File: src/rtl/mdf_pkg.sv
package mdf_pkg;

  // Classification of one received character.
  typedef enum logic [1:0] {
    KIND_DATA      = 2'd0,
    KIND_ADDR_HIT  = 2'd1,
    KIND_ADDR_MISS = 2'd2
  } frame_kind_e;

endpackage

File: src/rtl/mdf_classify.sv
module mdf_classify
  import mdf_pkg::*;
#(
  parameter int ADDR_W = 8
) (
  input  logic [ADDR_W:0]   char_i,
  input  logic [ADDR_W-1:0] own_addr_i,
  output frame_kind_e       kind_o
);

  localparam int MARK_POS = ADDR_W;

  function automatic logic has_mark(input logic [ADDR_W:0] c);
    return c[MARK_POS];
  endfunction

  function automatic logic addr_hit(input logic [ADDR_W:0] c,
                                    input logic [ADDR_W-1:0] own);
    return (c[ADDR_W-1:0] == own);
  endfunction

  always_comb begin
    if (!has_mark(char_i)) begin
      kind_o = KIND_DATA;
    end else if (addr_hit(char_i, own_addr_i)) begin
      kind_o = KIND_ADDR_HIT;
    end else begin
      kind_o = KIND_ADDR_MISS;
    end
  end

endmodule

File: src/rtl/mdf_addr_state.sv
module mdf_addr_state
  import mdf_pkg::*;
(
  input  logic        clk,
  input  logic        rst_n,
  input  logic        frame_valid_i,
  input  logic        filter_on_i,
  input  frame_kind_e kind_i,
  output logic        addressed_o,
  output logic        forward_o
);

  logic sel_q;
  logic sel_d;

  // Forwarding decision for the frame present this cycle.
  always_comb begin
    if (!filter_on_i) begin
      forward_o = 1'b1;
    end else begin
      unique case (kind_i)
        KIND_ADDR_HIT:  forward_o = 1'b1;
        KIND_ADDR_MISS: forward_o = 1'b0;
        default:        forward_o = sel_q;
      endcase
    end
  end

  // Next selection state: only marked frames move it.
  always_comb begin
    sel_d = sel_q;
    if (!filter_on_i) begin
      sel_d = 1'b0;
    end else if (frame_valid_i) begin
      if (kind_i == KIND_ADDR_HIT) begin
        sel_d = 1'b1;
      end else if (kind_i == KIND_ADDR_MISS) begin
        sel_d = 1'b0;
      end
    end
  end

  always_ff @(posedge clk or negedge rst_n) begin
    if (!rst_n) begin
      sel_q <= 1'b0;
    end else begin
      sel_q <= sel_d;
    end
  end

  assign addressed_o = sel_q;

endmodule

File: src/rtl/mdf_out_stage.sv
module mdf_out_stage #(
  parameter int CHAR_W = 9
) (
  input  logic              clk,
  input  logic              rst_n,
  input  logic              take_i,
  input  logic [CHAR_W-1:0] char_i,
  output logic              valid_o,
  output logic [CHAR_W-1:0] char_o
);

  always_ff @(posedge clk or negedge rst_n) begin
    if (!rst_n) begin
      valid_o <= 1'b0;
      char_o  <= '0;
    end else begin
      valid_o <= take_i;
      if (take_i) begin
        char_o <= char_i;
      end
    end
  end

endmodule

File: src/rtl/mdf_filter.sv
module mdf_filter
  import mdf_pkg::*;
#(
  parameter int ADDR_W = 8
) (
  input  logic              clk,
  input  logic              rst_n,
  input  logic              rx_valid,
  input  logic [ADDR_W:0]   rx_char,
  input  logic [ADDR_W-1:0] own_addr,
  input  logic              addr_detect_en,
  input  logic              nine_bit_en,
  output logic              flt_valid,
  output logic [ADDR_W:0]   flt_char,
  output logic              addressed
);

  localparam int CHAR_W = ADDR_W + 1;

  frame_kind_e kind;
  logic        filter_on;
  logic        forward;
  logic        take;

  // Named events for the checker.
  logic        evt_addr_hit;
  logic        evt_addr_miss;
  logic        evt_data_drop;

  assign filter_on = addr_detect_en & nine_bit_en;

  mdf_classify #(.ADDR_W(ADDR_W)) u_classify (
    .char_i     (rx_char),
    .own_addr_i (own_addr),
    .kind_o     (kind)
  );

  mdf_addr_state u_state (
    .clk           (clk),
    .rst_n         (rst_n),
    .frame_valid_i (rx_valid),
    .filter_on_i   (filter_on),
    .kind_i        (kind),
    .addressed_o   (addressed),
    .forward_o     (forward)
  );

  assign take = rx_valid & forward;

  assign evt_addr_hit  = rx_valid & filter_on & (kind == KIND_ADDR_HIT);
  assign evt_addr_miss = rx_valid & filter_on & (kind == KIND_ADDR_MISS);
  assign evt_data_drop = rx_valid & filter_on & (kind == KIND_DATA) & ~forward;

  mdf_out_stage #(.CHAR_W(CHAR_W)) u_out (
    .clk     (clk),
    .rst_n   (rst_n),
    .take_i  (take),
    .char_i  (rx_char),
    .valid_o (flt_valid),
    .char_o  (flt_char)
  );

endmodule

File: config.mk
export PLATFORM = sky130hd
export DESIGN_NAME = mdf_filter
export DESIGN_NICKNAME = d
export VERILOG_FILES = /design/src/rtl/mdf_pkg.sv /design/src/rtl/mdf_classify.sv /design/src/rtl/mdf_addr_state.sv /design/src/rtl/mdf_out_stage.sv /design/src/rtl/mdf_filter.sv
export SDC_FILE = /design/constraint.sdc
export NUM_CORES = 1
export LEC_CHECK = 0
export BUFFER_PORTS_ARGS = -buffer_cell sky130_fd_sc_hd__clkbuf_2
export CORE_MARGIN = 8
export CORE_UTILIZATION = 29
export DETAILED_ROUTE_END_ITERATION = 10
export PLACE_DENSITY = 0.55
export SLEW_MARGIN = 40
export SYNTH_ARGS = -nofsm -noshare
export SYNTH_HDL_FRONTEND = slang
export SYNTH_SLANG_ARGS = --single-unit
File: constraint.sdc
create_clock -name clk -period 2.5 [get_ports clk]
set_clock_uncertainty 0.15 [all_clocks]
set_input_delay 0.25 -clock clk [delete_from_list [all_inputs] [get_ports clk]]
set_output_delay 0.25 -clock clk [all_outputs]
set_load 0.1 [all_outputs]
==> results_dict.tcl <==
set metrics [dict create \
    detailed_place_hpwl_mm 1.85 \
    clk_pin_slew_worst_paths_ns 0.08 \
    routedWlPerCell_um 16.0 \
    io_buffers 32 \
    drt-total-wl_mm 2.62 \
    required_ns 2.52 \
    synthToLayoutAreaGrowth_pct 17.6 \
    tightest_slew_ns 0.585 \
    crit_path_end_kind "register" \
    status "finished clean" \
    crit_path_start_kind "register" \
    grt-ovfl-total 0 \
    worstPathArrival_ns 1.81 \
    grt_pass1_wl_mm 4.56 \
    grt_max_degree 21 \
    hold_viol_final 0 \
    cts_hold_buffers 1 \
    cts_max_level 1 \
    synthCells 103 \
    final_common_cell "clkbuf_2" \
    critical_path_class "reg2reg" \
    cp_slowest_cell "and2_1" \
    cpPeakStageDelay_ns 0.45 \
    worst_ir_drop_vdd_v 0.000158 \
    slew_viol_final 0 \
    fp-row-count 20 \
    clk_latency_ns 0.28 \
    syn_area_per_cell_sq_um 8.76 \
    cts_root_buf "clkbuf_4" \
    place_congestion 0.776 \
    drt-initial-drc-count 51 \
    netlist_area_sq_um 902 \
    hold_path.class "in2reg" \
    synth_cell_types 26 \
    crit_family "simple AND/OR/NAND/NOR gates" \
    io_pins 33 \
    grtUsageTotal_pct 11.0 \
    fillers 319 \
    numCtsBuffers 3 \
    layout_common_cells "32 x clkbuf_2, 11 x dfrtp_1, 10 x nand2_1, 10 x nand3_1, 9 x or4_1" \
    die_h_um 71.8 \
    power_density_nw_per_um2 688 \
    die_x_um 71.8 \
    rsz0062_at_grt "no" \
    initial_utilization_pct 30.0 \
    cp_num_buf_inv 0 \
    fin_area_sq_um 1060 \
    fin_crit_sh_pct 71.6 \
    cts_tree "built" \
    antenna_found_initial 0 \
    post_cts_resized 0 \
    critPathMaxFanout 17 \
    postCtsSetupBuffers 0 \
    maxCapViolations 0 \
    p_leak_nw 0.436 \
    ys_seq_area_share_pct 30.5 \
    final_nets 154 \
    firstDrtPassIters 4 \
    die_area_sq_um 5150 \
    cp_cell_sequence "nand2b_1 -> and2_1 -> a311oi_1 -> nand3_1" \
    drc 0 \
    antenna_cells 0 \
    ant_nets 0 \
    vias 905 \
    cts_buffer_depth 2 \
    setup_violations 0 \
    maxSlewHeadroom_pct 61.0 \
    syn_nets 125 \
    ys_seq_elements 11 \
    cts.sinks 11 \
    yosys_warnings 0 \
    timing.fmax_mhz 558 \
    drive_gt1_share_pct 29.8 \
    grt_pass1_vias 951 \
    tns_ns 0 \
    postPlaceCellArea_sq_um 1020 \
    period_minus_slack_ns 1.79 \
    coreArea_sq_um 3000 \
    vias_per_cell 5.52 \
]
## where the power goes
group,switching [W],internal (W),total [W]
sequential,0.0000241,0.000204,0.000229
clock,0.0000777,0.0000621,0.000140
combinational,0.000283,0.0000785,0.000361
## tightest hold or removal path, stage by stage
cell      delay [ns]
clkbuf_2        0.08
nand2_1         0.07
o31ai_1         0.08
## path summary, 6_finish.rpt
path | startpoint | endpoint | slack (ns) | cells past startpoint
worst max register to register | u_state.addressed_o | u_out.char_o[2] | 0.71 | 4
worst max-delay path | u_state.addressed_o | u_out.char_o[2] | 0.71 | 4
worst min register to register | u_state.addressed_o | u_state.addressed_o | 0.42 | 2
min in group asynchronous | rst_n | u_out.valid_o | 0.23 | 2
max in group asynchronous | rst_n | u_out.char_o[7] | 1.73 | 2
worst min-delay path | nine_bit_en | u_state.addressed_o | 0.09 | 3
## synth_stat cells, drive strengths merged
library cell | instances | share of area (%)
or3 | 1 | 0.69
clkbuf | 3 | 2.4
or4 | 9 | 7.5
buf | 6 | 6.4
a21boi | 2 | 1.7
and2 | 2 | 1.4
a311oi | 8 | 7.8
nand2 | 11 | 4.9
o211ai | 8 | 6.7
nand3 | 11 | 6.7
nand2b | 1 | 0.69
o21ai | 1 | 0.55
dfrtp | 11 | 31
a31oi | 1 | 0.69
nor2b | 8 | 5.5
and2b | 1 | 0.97
and3 | 1 | 0.69
xnor2 | 8 | 7.8
a21oi | 8 | 4.4
o31ai | 1 | 0.83
nand4 | 1 | 1.4
## metal layers
| layer | vias up | global-route usage, % | wire length [um] |
|---|---|---|---|
| met2 | 28 | 17.1 | 1280 |
| li1 | 448 | - | - |
| met5 | - | 0 | 0 |
| met3 | 5 | 2.93 | 136 |
| met4 | 0 | 6.35 | 48 |
| met1 | 424 | 13.3 | 1150 |
## layout make-up
cell class                      instances  area [sq um]  share of cell area (%)
Timing Repair Buffer                   33           170                    16.0
Tap cell                               33          41.3                    3.89
Clock buffer                            4          26.3                    2.48
Sequential cell                        11           275                    25.9
Multi-Input combinational cell         83           548                    51.7
## registers in the layout, summed over array words and instances, names as in the netlist
signal,cells
u_out.char_o,9
u_state.addressed_o,1
u_out.valid_o,1
## metrics by stage
stage	power, W	std cells	setup slack, ns	hold slack, ns	utilization (%)
2_1_floorplan	0.000529	103	0.282	-0.196	-
3_3_place_gp	0.000591	159	0.527	0.00448	34.1
3_5_place_dp	0.000596	159	0.461	0.0109	34.1
4_1_cts	0.000732	164	0.722	0.0980	35.3
5_1_grt	0.000770	164	0.518	0.118	35.3
6_report	0.000730	164	0.709	0.0855	35.3
## logic make-up after synthesis
logic type / synth area share (%)
flip-flops: 30.5
buffers and inverters: 8.74
AO/OA/AOI/OAI: 22.6
XOR/XNOR: 7.77
AND/OR/NAND/NOR: 30.4
(Power assumes the default switching activity.)
